`config.mk`:
```
export PLATFORM = sky130hd
export DESIGN_NAME = spi_eeprom_word_writer
export DESIGN_NICKNAME = d
export VERILOG_FILES = /design/src/rtl/spiw_pkg.sv /design/src/rtl/spiw_shifter.sv /design/src/rtl/spiw_delay.sv /design/src/rtl/spi_eeprom_word_writer.sv
export SDC_FILE = /design/constraint.sdc
export NUM_CORES = 1
export LEC_CHECK = 0
export BUFFER_PORTS_ARGS = -buffer_cell sky130_fd_sc_hd__buf_2
export CAP_MARGIN = 20
export CORE_ASPECT_RATIO = 1.1
export CORE_MARGIN = 2
export CORE_UTILIZATION = 56
export DETAILED_ROUTE_END_ITERATION = 10
export GPL_ROUTABILITY_DRIVEN = 1
export MAX_ROUTING_LAYER = met4
export PLACE_DENSITY = 0.78
export SYNTH_ARGS = -nofsm -noshare
export SYNTH_HDL_FRONTEND = slang
export SYNTH_HIERARCHICAL = 1
export SYNTH_SLANG_ARGS = --single-unit
```
`constraint.sdc`:
```
create_clock -name clk -period 5.1 [get_ports clk]
set_input_delay 0.765 -clock clk [delete_from_list [all_inputs] [get_ports clk]]
set_output_delay 0.765 -clock clk [all_outputs]
set_load 0.01 [all_outputs]
```
`src/rtl/spiw_pkg.sv`:
```
package spiw_pkg;

    typedef enum logic [3:0] {
        S_IDLE,
        S_POLL_OP,
        S_POLL_RD,
        S_POLL_GAP,
        S_WREN,
        S_WREN_GAP,
        S_WR_OP,
        S_WR_ADDR,
        S_WR_DATA,
        S_WR_GAP,
        S_SETTLE,
        S_DONE,
        S_FAIL
    } spiw_state_e;

    localparam logic [7:0] OP_RDSR  = 8'h05;
    localparam logic [7:0] OP_WREN  = 8'h06;
    localparam logic [7:0] OP_WRITE = 8'h02;
    localparam logic [7:0] OP_A8    = 8'h08;

    localparam int SEG_W = 16;

endpackage

```
`src/rtl/spiw_shifter.sv`:
```
module spiw_shifter #(
    parameter int CLK_HALF = 2,
    parameter int SEG_W    = 16
) (
    input  logic                       clk,
    input  logic                       rst_n,
    input  logic                       seg_start,
    input  logic [$clog2(SEG_W+1)-1:0] seg_len,
    input  logic [SEG_W-1:0]           seg_din,
    input  logic                       spi_miso,
    output logic                       seg_last,
    output logic                       seg_rx_bit,
    output logic                       spi_sck,
    output logic                       spi_mosi
);
    localparam int LEN_W = $clog2(SEG_W + 1);
    localparam int DIV_W = $clog2(CLK_HALF + 1);

    logic [SEG_W-1:0] sh_q;
    logic [LEN_W-1:0] len_q;
    logic [LEN_W-1:0] cnt_q;
    logic [DIV_W-1:0] div_q;
    logic             act_q;
    logic             sck_q;
    logic             rxb_q;
    logic             tick;

    assign tick       = act_q && (div_q == DIV_W'(CLK_HALF - 1));
    assign seg_last   = tick && sck_q && (cnt_q == len_q - 1'b1);
    assign seg_rx_bit = rxb_q;
    assign spi_sck    = sck_q;
    assign spi_mosi   = act_q & sh_q[SEG_W-1];

    always_ff @(posedge clk or negedge rst_n) begin
        if (!rst_n) begin
            sh_q  <= '0;
            len_q <= '0;
            cnt_q <= '0;
            div_q <= '0;
            act_q <= 1'b0;
            sck_q <= 1'b0;
            rxb_q <= 1'b0;
        end else if (seg_start) begin
            sh_q  <= seg_din << (LEN_W'(SEG_W) - seg_len);
            len_q <= seg_len;
            cnt_q <= '0;
            div_q <= '0;
            sck_q <= 1'b0;
            act_q <= 1'b1;
        end else if (act_q) begin
            if (tick) begin
                div_q <= '0;
                if (!sck_q) begin
                    sck_q <= 1'b1;
                    rxb_q <= spi_miso;
                end else begin
                    sck_q <= 1'b0;
                    sh_q  <= {sh_q[SEG_W-2:0], 1'b0};
                    cnt_q <= cnt_q + 1'b1;
                    if (cnt_q == len_q - 1'b1) begin
                        act_q <= 1'b0;
                    end
                end
            end else begin
                div_q <= div_q + 1'b1;
            end
        end
    end

endmodule

```
`src/rtl/spiw_delay.sv`:
```
module spiw_delay #(
    parameter int W = 8
) (
    input  logic         clk,
    input  logic         rst_n,
    input  logic         load,
    input  logic [W-1:0] load_val,
    output logic         expired
);
    logic [W-1:0] cnt_q;

    assign expired = (cnt_q == '0);

    always_ff @(posedge clk or negedge rst_n) begin
        if (!rst_n) begin
            cnt_q <= '0;
        end else if (load) begin
            cnt_q <= load_val;
        end else if (cnt_q != '0) begin
            cnt_q <= cnt_q - 1'b1;
        end
    end

endmodule

```
`src/rtl/spi_eeprom_word_writer.sv`:
```
module spi_eeprom_word_writer
    import spiw_pkg::*;
#(
    parameter int CLK_HALF   = 2,
    parameter int POLL_LIMIT = 3,
    parameter int SETTLE_W   = 8
) (
    input  logic                clk,
    input  logic                rst_n,
    input  logic                start,
    input  logic [15:0]         word_offset,
    input  logic [15:0]         word_data,
    input  logic                cfg_wide_addr,
    input  logic [15:0]         cfg_word_count,
    input  logic [SETTLE_W-1:0] cfg_settle,
    output logic                busy,
    output logic                done,
    output logic                error,
    output logic                spi_cs_n,
    output logic                spi_sck,
    output logic                spi_mosi,
    input  logic                spi_miso
);
    localparam int GAP_CYC = 2 * CLK_HALF;
    localparam int GAP_W   = $clog2(GAP_CYC + 1);
    localparam int TMR_W   = (SETTLE_W > GAP_W) ? SETTLE_W : GAP_W;
    localparam int POLL_W  = $clog2(POLL_LIMIT + 1);
    localparam int LEN_W   = $clog2(SEG_W + 1);

    spiw_state_e st_q, nx;

    logic [15:0]       off_q;
    logic [15:0]       dat_q;
    logic              wide_q;
    logic              wip_q;
    logic [POLL_W-1:0] polls_q;

    logic              sh_start;
    logic [LEN_W-1:0]  sh_len;
    logic [SEG_W-1:0]  sh_din;
    logic              sh_last;
    logic              sh_rxb;

    logic              tmr_load;
    logic [TMR_W-1:0]  tmr_val;
    logic              tmr_zero;

    logic [15:0]       byte_addr;
    logic [7:0]        wr_opcode;

    function automatic logic is_shift(spiw_state_e s);
        return (s == S_POLL_OP) || (s == S_POLL_RD) || (s == S_WREN) ||
               (s == S_WR_OP) || (s == S_WR_ADDR) || (s == S_WR_DATA);
    endfunction

    assign byte_addr = {off_q[14:0], 1'b0};
    assign wr_opcode = OP_WRITE | ((!wide_q && off_q >= 16'd128) ? OP_A8 : 8'h00);

    spiw_shifter #(
        .CLK_HALF (CLK_HALF),
        .SEG_W    (SEG_W)
    ) u_shifter (
        .clk        (clk),
        .rst_n      (rst_n),
        .seg_start  (sh_start),
        .seg_len    (sh_len),
        .seg_din    (sh_din),
        .spi_miso   (spi_miso),
        .seg_last   (sh_last),
        .seg_rx_bit (sh_rxb),
        .spi_sck    (spi_sck),
        .spi_mosi   (spi_mosi)
    );

    spiw_delay #(
        .W (TMR_W)
    ) u_delay (
        .clk      (clk),
        .rst_n    (rst_n),
        .load     (tmr_load),
        .load_val (tmr_val),
        .expired  (tmr_zero)
    );

    // next-state decision
    always_comb begin
        nx = st_q;
        unique case (st_q)
            S_IDLE:     if (start) nx = (word_offset >= cfg_word_count) ? S_FAIL : S_POLL_OP;
            S_POLL_OP:  if (sh_last) nx = S_POLL_RD;
            S_POLL_RD:  if (sh_last) nx = S_POLL_GAP;
            S_POLL_GAP: if (tmr_zero) begin
                            if (!wip_q)                                 nx = S_WREN;
                            else if (polls_q >= POLL_W'(POLL_LIMIT))    nx = S_FAIL;
                            else                                        nx = S_POLL_OP;
                        end
            S_WREN:     if (sh_last) nx = S_WREN_GAP;
            S_WREN_GAP: if (tmr_zero) nx = S_WR_OP;
            S_WR_OP:    if (sh_last) nx = S_WR_ADDR;
            S_WR_ADDR:  if (sh_last) nx = S_WR_DATA;
            S_WR_DATA:  if (sh_last) nx = S_WR_GAP;
            S_WR_GAP:   if (tmr_zero) nx = S_SETTLE;
            S_SETTLE:   if (tmr_zero) nx = S_DONE;
            S_DONE:     nx = S_IDLE;
            S_FAIL:     nx = S_IDLE;
            default:    nx = S_IDLE;
        endcase
    end

    // state register
    always_ff @(posedge clk or negedge rst_n) begin
        if (!rst_n) begin
            st_q <= S_IDLE;
        end else begin
            st_q <= nx;
        end
    end

    // request capture and poll bookkeeping
    always_ff @(posedge clk or negedge rst_n) begin
        if (!rst_n) begin
            off_q   <= '0;
            dat_q   <= '0;
            wide_q  <= 1'b0;
            wip_q   <= 1'b0;
            polls_q <= '0;
        end else begin
            if (st_q == S_IDLE && start) begin
                off_q   <= word_offset;
                dat_q   <= word_data;
                wide_q  <= cfg_wide_addr;
                polls_q <= '0;
            end
            if (st_q == S_POLL_RD && sh_last) begin
                wip_q   <= sh_rxb;
                polls_q <= polls_q + 1'b1;
            end
        end
    end

    // outputs
    always_comb begin
        busy     = (st_q != S_IDLE);
        done     = (st_q == S_DONE);
        error    = (st_q == S_FAIL);
        spi_cs_n = !is_shift(st_q);

        sh_start = (nx != st_q) && is_shift(nx);
        tmr_load = (nx != st_q) &&
                   (nx == S_POLL_GAP || nx == S_WREN_GAP || nx == S_WR_GAP || nx == S_SETTLE);
        tmr_val  = (nx == S_SETTLE) ? TMR_W'(cfg_settle) : TMR_W'(GAP_CYC - 1);

        sh_len = LEN_W'(8);
        sh_din = '0;
        unique case (nx)
            S_POLL_OP: sh_din = {8'h00, OP_RDSR};
            S_WREN:    sh_din = {8'h00, OP_WREN};
            S_WR_OP:   sh_din = {8'h00, wr_opcode};
            S_WR_ADDR: begin
                sh_len = wide_q ? LEN_W'(16) : LEN_W'(8);
                sh_din = wide_q ? byte_addr : {8'h00, byte_addr[7:0]};
            end
            S_WR_DATA: begin
                sh_len = LEN_W'(16);
                sh_din = {dat_q[7:0], dat_q[15:8]};
            end
            default: ;
        endcase
    end

endmodule

```
==> impl_summary.md, run 1 <==
Die
In this run the core area contains 37 standard-cell rows. The die is 97.7 um wide. Measured along the y axis, the die boundary spans 107 um.

The number of top-level design ports is 67. The floorplan die area is 10500 um^2. The region available for standard cell placement spans 9400 um^2. Once the floorplan was initialized, standard cells occupied 57.6% of the core.

Clock tree
The number of cells upsized or downsized after cts is 0. The clock drives 79 sinks. The maximum level of the CTS H-tree is 3. The number of buffers created by CTS is 9. The clock latency of the later-clocked register in the worst-skew pair is 360 ps. The maximum clock path buffer count is 2. The library cell used as clock root buffer is sky130_fd_sc_hd__clkbuf_8. The clock-pin slew of the registers on the worst-case setup and hold paths is 80 ps. The TritonCTS clock tree is done. The hold buffer count at cts is 0.

The post-CTS setup-driven buffer insertion count is 0.

Power and ir drop
The net switching power of the design is 1.48 mW. Sequential cells burn 33.0% of the power. The total power of the final layout is 3.55 mW. The share of total power dissipated in the clock network is 15.9%. The fraction of power spent switching nets is 41.6%.

Internal power comes to 2.07 mW. Summed over all cells, the static leakage comes to 2.81 nW. The fraction of power consumed by combinational cells is 51.1%. The total power per unit cell area is 584 nW/um^2. The worst IR drop on VDD is 0.310 mV.

Logic synthesis
In this run, synthesis inferred 0 flip-flops with an integrated enable. The Yosys step of the flow raised 6 warnings. Among all cell types in the netlist, the one instantiated most often is sky130_fd_sc_hd__dfrtp_1. The synthesized netlist cell count is 542. The post-synthesis instance area is 5410 um^2. Counting flops and latches in the post-synthesis netlist gives 79. The most used flip-flop cell after synthesis is sky130_fd_sc_hd__dfrtp_1.

The sequential area share after synthesis is 36.5%. In this run, distinct cell masters in the synthesized netlist total 83. After synthesis, the cell types taking the most area are sky130_fd_sc_hd__dfrtp_1, sky130_fd_sc_hd__mux2_2, sky130_fd_sc_hd__ha_1. Of the post-synthesis cell area, the dominant cell type holds 36.5%. The average cell area after synthesis is 9.98 um^2. The share of async-settable or async-resettable flops after synthesis is 100%.

The synthesized design spends more area on one cell type than any other, namely sky130_fd_sc_hd__dfrtp_1. Counting instances in the post-synthesis netlist gives the leading cell types as sky130_fd_sc_hd__dfrtp_1, sky130_fd_sc_hd__mux2_2, sky130_fd_sc_hd__nor2_1.

Placement
The total of buffers placed on input and output ports is 66. The final HPWL from detailed placement is 9.16 mm. The congestion estimate from routability-driven global placement came to 0.912.

Layout
The post-synthesis to final-layout area growth is 12.4%. The number of antenna diodes is 0. For this run, the post-layout net count is 691.

Cells with a size suffix above 1 make up 27.0% of the layout.

Global routing
Global routing used 24.9% of the available tracks across all layers. Summed over all layers, the global routing overflow is 0. The number of global-route vias before repair is 4367. The maximum number of pins on one net before global-route repair is 80. The initial antenna violation count is 0. The wire length of the first global-routing pass is 20.7 mm.

STA
For this run, the top clock speed supported by timing is 0.214 GHz. The final-report max-slew violation count is 0. The number of endpoints with negative hold slack in the final report is 0. Headroom to the max-slew limit came out at 37.1%. Setup repair after global routing left no endpoint under its margin. The setup skew after layout is 10.7 ps. Setup violations remaining at the end of the flow were counted as 0.

The total negative slack is 0 ps. At the pin with the least slew margin, the transition time is 938 ps. The smallest clock period supported by the final layout is computed as 4680 ps.

The final critical path takes up 91.7% of the cycle.

Run
The count of maximum capacitance violations is 0.

Setup path
Traced cell by cell, the critical path runs through inv_1, ha_1, or3b_1, nor2_1, buf_4, nor4bb_1, a22oi_1, a21boi_2, nor2_1, and3_1, nor2_1, nor3b_2, mux2_4, nor2b_1, a22oi_1, o31ai_1. The peak fanout along the critical path is 10. The startpoint kind of the worst setup timing path is a flip-flop. The cell that appears most often on the critical path is sky130_fd_sc_hd__nor2_1. The kind of cell adding the most delay to the critical path is simple AND/OR/NAND/NOR gates. The number of buffers and inverters on the critical path is 2. The required time reported for the critical path endpoint is 5370 ps. The worst path arrival time is 4940 ps.

The endpoint type of the worst setup path is a flip-flop. The slowest stage of the critical path belongs to the cell sky130_fd_sc_hd__or3b_1. For this run, the slowest stage of the critical path takes 490 ps. By startpoint and endpoint, the worst setup path is classified as flip-flop to flip-flop.

Detailed routing
The final layout contains routed wiring with a total length of 12.2 mm. The number of detailed-route iterations in the first pass is 5. In the routed layout, each cell is associated on average with a via count of 6.04. The vias after detailed routing is 4415.

For this run, design rule violations remaining after detail routing come to 0. The final antenna-violating net count is 0. Dividing the detail-routed wire length by the instance count gives 16.7 um. The first routing iteration left 265 violations.

Hold path
The worst hold path belongs to the class input pin to asynchronous set/reset pin.

Status
The flow ran to the end, and the final reports show no timing, DRC or antenna violations.
==> per-layer routing <==
| layer | track usage [%] | vias to the layer above | routed length (um) | part of all wire (%) |
|---|---|---|---|---|
| li1 | - | 2111 | - | - |
| met1 | 30.4 | 2145 | 5290 | 43 |
| met2 | 42.9 | 151 | 6120 | 50 |
| met3 | 5.08 | 8 | 651 | 5.3 |
| met4 | 5.65 | 0 | 110 | 0.90 |
| met5 | - | - | 0 | 0 |
==> cells in the final DEF, fill, tap and decap left out, types with 4 or more instances in the layout <==
cell	n
sky130_fd_sc_hd__dfrtp_1	79
sky130_fd_sc_hd__buf_2	65
sky130_fd_sc_hd__mux2_2	48
sky130_fd_sc_hd__nor2_1	47
sky130_fd_sc_hd__inv_1	33
sky130_fd_sc_hd__nand2_1	28
sky130_fd_sc_hd__a21oi_1	22
sky130_fd_sc_hd__ha_1	21
sky130_fd_sc_hd__nor3_1	18
sky130_fd_sc_hd__mux2i_1	16
sky130_fd_sc_hd__a22o_1	15
sky130_fd_sc_hd__o21ai_0	12
sky130_fd_sc_hd__nand2b_1	12
sky130_fd_sc_hd__nand4_1	11
sky130_fd_sc_hd__and2_1	10
sky130_fd_sc_hd__nand3_1	9
sky130_fd_sc_hd__clkbuf_8	9
sky130_fd_sc_hd__buf_4	9
sky130_fd_sc_hd__o31ai_1	9
sky130_fd_sc_hd__conb_1	9
sky130_fd_sc_hd__xor2_1	8
sky130_fd_sc_hd__o22ai_1	7
sky130_fd_sc_hd__nor2b_1	6
sky130_fd_sc_hd__a22oi_1	5
sky130_fd_sc_hd__xnor2_1	5
sky130_fd_sc_hd__mux4_2	5
sky130_fd_sc_hd__nor3b_1	4
sky130_fd_sc_hd__a31oi_1	4
sky130_fd_sc_hd__nor4_1	4
sky130_fd_sc_hd__mux2_1	4
==> state kept, by name, summed over array words and instances, names as in the netlist, 2 cells and up <==
signal	count
st_q	4
u_shifter/div_q	2
u_shifter/len_q	5
u_shifter/sh_q	16
u_shifter/cnt_q	5
dat_q	16
polls_q	2
off_q	16
u_delay/cnt_q	8
==> through the flow <==
step / std cells / utilization (%) / area [um^2] / hold WS [ps] / worst slack, ps
floorplan: 550 / - / 5440 / 451 / 1060
global placement: 714 / 61.9 / 5820 / 471 / 711
detailed placement: 714 / 61.9 / 5820 / 475 / 563
CTS: 730 / 64.4 / 6050 / 494 / 441
global route: 731 / 64.7 / 6080 / 185 / 82.8
finish: 731 / 64.7 / 6080 / 205 / 424
==> logic make-up after synthesis <==
family                   count (synthesis)  synth area share, %
XOR/XNOR                                16                 3.01
adder cells (fa/ha/maj)                 21                 4.86
flip-flops                              79                 36.5
other                                    1               0.0693
buffers and inverters                   61                 5.55
AND/OR/NAND/NOR                        172                 17.0
AO/OA/AOI/OAI                          115                 15.8
multiplexers                            77                 17.2
==> final timing paths <==
path / startpoint / to / slack [ps] / cells after the start
min in group clk: off_q[0] / off_q[0] / 490 / 2
max: u_delay/cnt_q[0] / u_shifter/sh_q[9] / 420 / 16
min: rst_n / u_delay/cnt_q[0] / 210 / 1
min reg2reg: off_q[0] / off_q[0] / 490 / 2
max in group asynchronous: rst_n / u_delay/cnt_q[2] / 4320 / 2
max reg2reg: u_delay/cnt_q[0] / u_shifter/sh_q[9] / 420 / 16
==> cell type report <==
cell class / count / area [um^2]
Fill cell: 747 / 3320
Multi-Input combinational cell: 410 / 3170
Sequential cell: 79 / 1980
Timing Repair Buffer: 75 / 420
Tap cell: 117 / 146
Clock buffer: 11 / 131
Inverter: 34 / 128
Clock inverter: 5 / 106
==> power by group through the flow <==
stage | clock, mW | combinational [mW] | sequential (mW)
floorplan | 0 | 1.49 | 1.06
global placement | 0 | 1.73 | 1.16
detailed placement | 0 | 1.79 | 1.18
CTS | 0.570 | 1.81 | 1.17
global route | 0.601 | 2.00 | 1.21
finish | 0.565 | 1.82 | 1.17
Note: power is estimated with default switching activity, not from simulation.
==> inputs of run 2 (changes only) <==
--- a/config.mk
+++ b/config.mk
@@ -5,15 +5,15 @@
 export SDC_FILE = /design/constraint.sdc
 export NUM_CORES = 1
 export LEC_CHECK = 0
-export BUFFER_PORTS_ARGS = -buffer_cell sky130_fd_sc_hd__buf_2
 export CAP_MARGIN = 20
 export CORE_ASPECT_RATIO = 1.1
 export CORE_MARGIN = 2
 export CORE_UTILIZATION = 56
 export DETAILED_ROUTE_END_ITERATION = 10
+export DONT_BUFFER_PORTS = 1
 export GPL_ROUTABILITY_DRIVEN = 1
 export MAX_ROUTING_LAYER = met4
-export PLACE_DENSITY = 0.78
+export PLACE_DENSITY = 0.72
 export SYNTH_ARGS = -nofsm -noshare
 export SYNTH_HDL_FRONTEND = slang
 export SYNTH_HIERARCHICAL = 1
==> impl_summary.md, run 2 (synthesized netlist as in run 1, its figures left out) <==
Status
The run finished with clean final reports.

Die
The floorplan step defined a die boundary enclosing 10500 um^2. The region available for standard cell placement spans 9400 um^2. In this run the core area contains 37 standard-cell rows. Measured along the y axis, the die boundary spans 107 um. The initial utilization of the core area, before any placement, comes to 57.6%. The number of top-level design ports is 67.

The die width is 97.7 um.

STA
Adding up every negative setup slack in the final design gives 0 ps. Subtracting the final worst setup slack from the clock period gives 4770 ps. The final-report max-slew violation count is 0.

For the pin with the worst max-slew slack, the measured transition is 949 ps. The max-slew headroom at the worst pin is 36.4%. Of the available clock period, the critical path in the final layout requires 93.5%. The number of endpoints with negative hold slack in the final report was 0. The number of setup violations in the final report is 0. Static timing analysis puts the maximum clock frequency at 0.210 GHz.

The clock arrives with 11.3 ps of skew. Setup repair after global routing left no endpoint under its margin. After layout, the worst setup slack is 329 ps.

Placement
The routability-driven placement congestion ratio is 0.907. The total of buffers placed on input and output ports is 0. The worst slack at placement is 400 ps. The final HPWL from detailed placement is 8.49 mm.

Setup path
Broken down by cell family, the worst path's largest delay share belongs to simple AND/OR/NAND/NOR gates. STA classifies the critical path startpoint as a flip-flop. The cell type of the slowest stage on the worst timing path is sky130_fd_sc_hd__nor2_1. Along the worst path, the maximum fanout reaches 10.

The required time reported for the critical path endpoint is 5370 ps. The worst path arrival time is 5040 ps. Together, buffers and inverters on the worst path number 3.

The endpoint type of the worst setup path is a flip-flop. The startpoint identified for the worst register-to-register timing path is u_delay/cnt_q[0]. The worst register-to-register path ends at u_shifter/sh_q[10]. Walking the worst path, the cells encountered are inv_1, ha_1, or3b_1, nor2_1, nor4bb_1, a22oi_1, a21boi_2, nor2_1, buf_4, and3_1, nor2_1, buf_4, nor3b_2, mux2_4, nor2b_1, a22oi_1, o31ai_1. The most used cell along the critical path is sky130_fd_sc_hd__nor2_1. The number of cells on the critical path is 17. The length in cells of the worst reg-to-reg path is 17. For this run, the slowest stage of the critical path takes 520 ps. The flop-to-flop setup slack is 330 ps. The critical path in this run is classified as flip-flop to flip-flop.

Global routing
For this run, the total global-route usage over all layers was measured as 23.1%. The first global-routing pass estimated 19.1 mm of wire. Entering global routing, the biggest net connects 80 pins. The leftover overflow at the end of global routing is 0. The number of global-route vias before repair is 3955.

The initial antenna violation count is 0.

Clock tree
Counting every sink on the clock net gives 79. The clock passes through at most 2 buffers. The library cell used as clock root buffer is sky130_fd_sc_hd__clkbuf_8. The clock latency of the later-clocked register in the worst-skew pair is 360 ps. The clock-pin slew of the registers on the worst-case setup and hold paths is 80 ps.

In this run, post-CTS hold repair placed 0 buffers. The H-tree was split into 3 levels. TritonCTS built the clock tree. Buffers added to address setup during post-CTS repair amount to 0.

The number of cells upsized or downsized after cts is 0. TritonCTS created 9 clock buffers.

Detailed routing
The detailed router's first-iteration violation count is 235. The first TritonRoute pass finished after 5 iterations. The via count normalized by instance count is 6.14.

The remaining design rule violation count is 0. Once detail routing completed, the nets flagged for antenna violations numbered 0. Dividing the detail-routed wire length by the instance count gives 17.2 um.

Across all layers, the routed design uses 4084 vias. Summed over all layers, the routed wires come to 11.4 mm.

Layout
The most common cell after layout, fill and taps aside is sky130_fd_sc_hd__dfrtp_1. The post-synthesis to final-layout area growth is 5.85%. In the layout the commonest cells are sky130_fd_sc_hd__dfrtp_1, sky130_fd_sc_hd__mux2_2, sky130_fd_sc_hd__nor2_1, sky130_fd_sc_hd__inv_1, sky130_fd_sc_hd__nand2_1.

0 antenna diodes ended up in the layout. The proportion of layout cells with a drive suffix above 1 is 18.2%. The largest registers in the layout are dat_q x16, off_q x16, u_shifter/sh_q x16. In the final design database the tool counted 625 nets.

Power and ir drop
Dividing total power by cell area gives a power density of 604 nW/um^2. The worst IR drop on VDD is 0.234 mV. In this run the static leakage power is 2.53 nW.

Hold path
In this run the worst hold path is classified as input pin to asynchronous set/reset pin.

Run
The count of maximum capacitance violations is 0.
run 2: cell count changes in the layout (fill, tap and decap cells not counted), sizes merged:
cell | before | now
buf | 75 | 9
run 2: stage by stage:
stage	power (mW)	hold WS [ps]	instance area, um^2	util [%]	std cells
global placement	2.83	473	5490	58.4	649
CTS	3.45	77.5	5730	61.0	665
global route	3.71	71.8	5730	61.0	665
floorplan	2.55	451	5440	-	550
finish	3.46	93.1	5730	61.0	665
detailed placement	2.89	472	5490	58.4	649
run 2: layout make-up:
type / count / area, um^2
clock buffer: 11 / 131
clock inverter: 5 / 106
fill: 763 / 3670
inverter: 34 / 128
multi-input combinational: 410 / 3170
sequential: 79 / 1980
tap: 117 / 146
timing repair buffer: 9 / 67.6
run 2: worst reg2reg max path, cell delays in order, from the launching register on:
cell and delay [ps]:
sky130_fd_sc_hd__dfrtp_1 430, sky130_fd_sc_hd__inv_1 100, sky130_fd_sc_hd__ha_1 230, sky130_fd_sc_hd__or3b_1 480
sky130_fd_sc_hd__nor2_1 520, sky130_fd_sc_hd__nor4bb_1 360, sky130_fd_sc_hd__a22oi_1 100, sky130_fd_sc_hd__a21boi_2 240
sky130_fd_sc_hd__nor2_1 150, sky130_fd_sc_hd__buf_4 150, sky130_fd_sc_hd__and3_1 370, sky130_fd_sc_hd__nor2_1 90
sky130_fd_sc_hd__buf_4 170, sky130_fd_sc_hd__nor3b_2 200, sky130_fd_sc_hd__mux2_4 350, sky130_fd_sc_hd__nor2b_1 440
sky130_fd_sc_hd__a22oi_1 190, sky130_fd_sc_hd__o31ai_1 100
run 2: per-layer routing:
layer | vias to the layer above | track usage [%] | part of all wire [%]
met5 | - | - | 0
li1 | 1985 | - | -
met2 | 134 | 36.6 | 48
met4 | 0 | 8.43 | 1.6
met3 | 14 | 4.30 | 5.7
met1 | 1951 | 30.1 | 45
run 2: worst max-delay path by stage:
stage,startpoint,to,slack (ps)
global route,u_delay/cnt_q[0],u_shifter/sh_q[10],70
finish,u_delay/cnt_q[0],u_shifter/sh_q[10],330
detailed placement,u_delay/cnt_q[0],u_shifter/sh_q[10],400
global placement,u_delay/cnt_q[0],u_shifter/sh_q[8],610
floorplan,u_delay/cnt_q[0],u_shifter/sh_q[13],1060
CTS,u_delay/cnt_q[0],u_shifter/sh_q[10],400
run 2: power breakdown:
group / leakage [nW] / switching [mW] / internal (mW)
Clock: 0.114 / 0.235 / 0.326
Sequential: 0.971 / 0.261 / 0.912
Combinational: 1.45 / 0.931 / 0.794
Total: 2.53 / 1.43 / 2.03
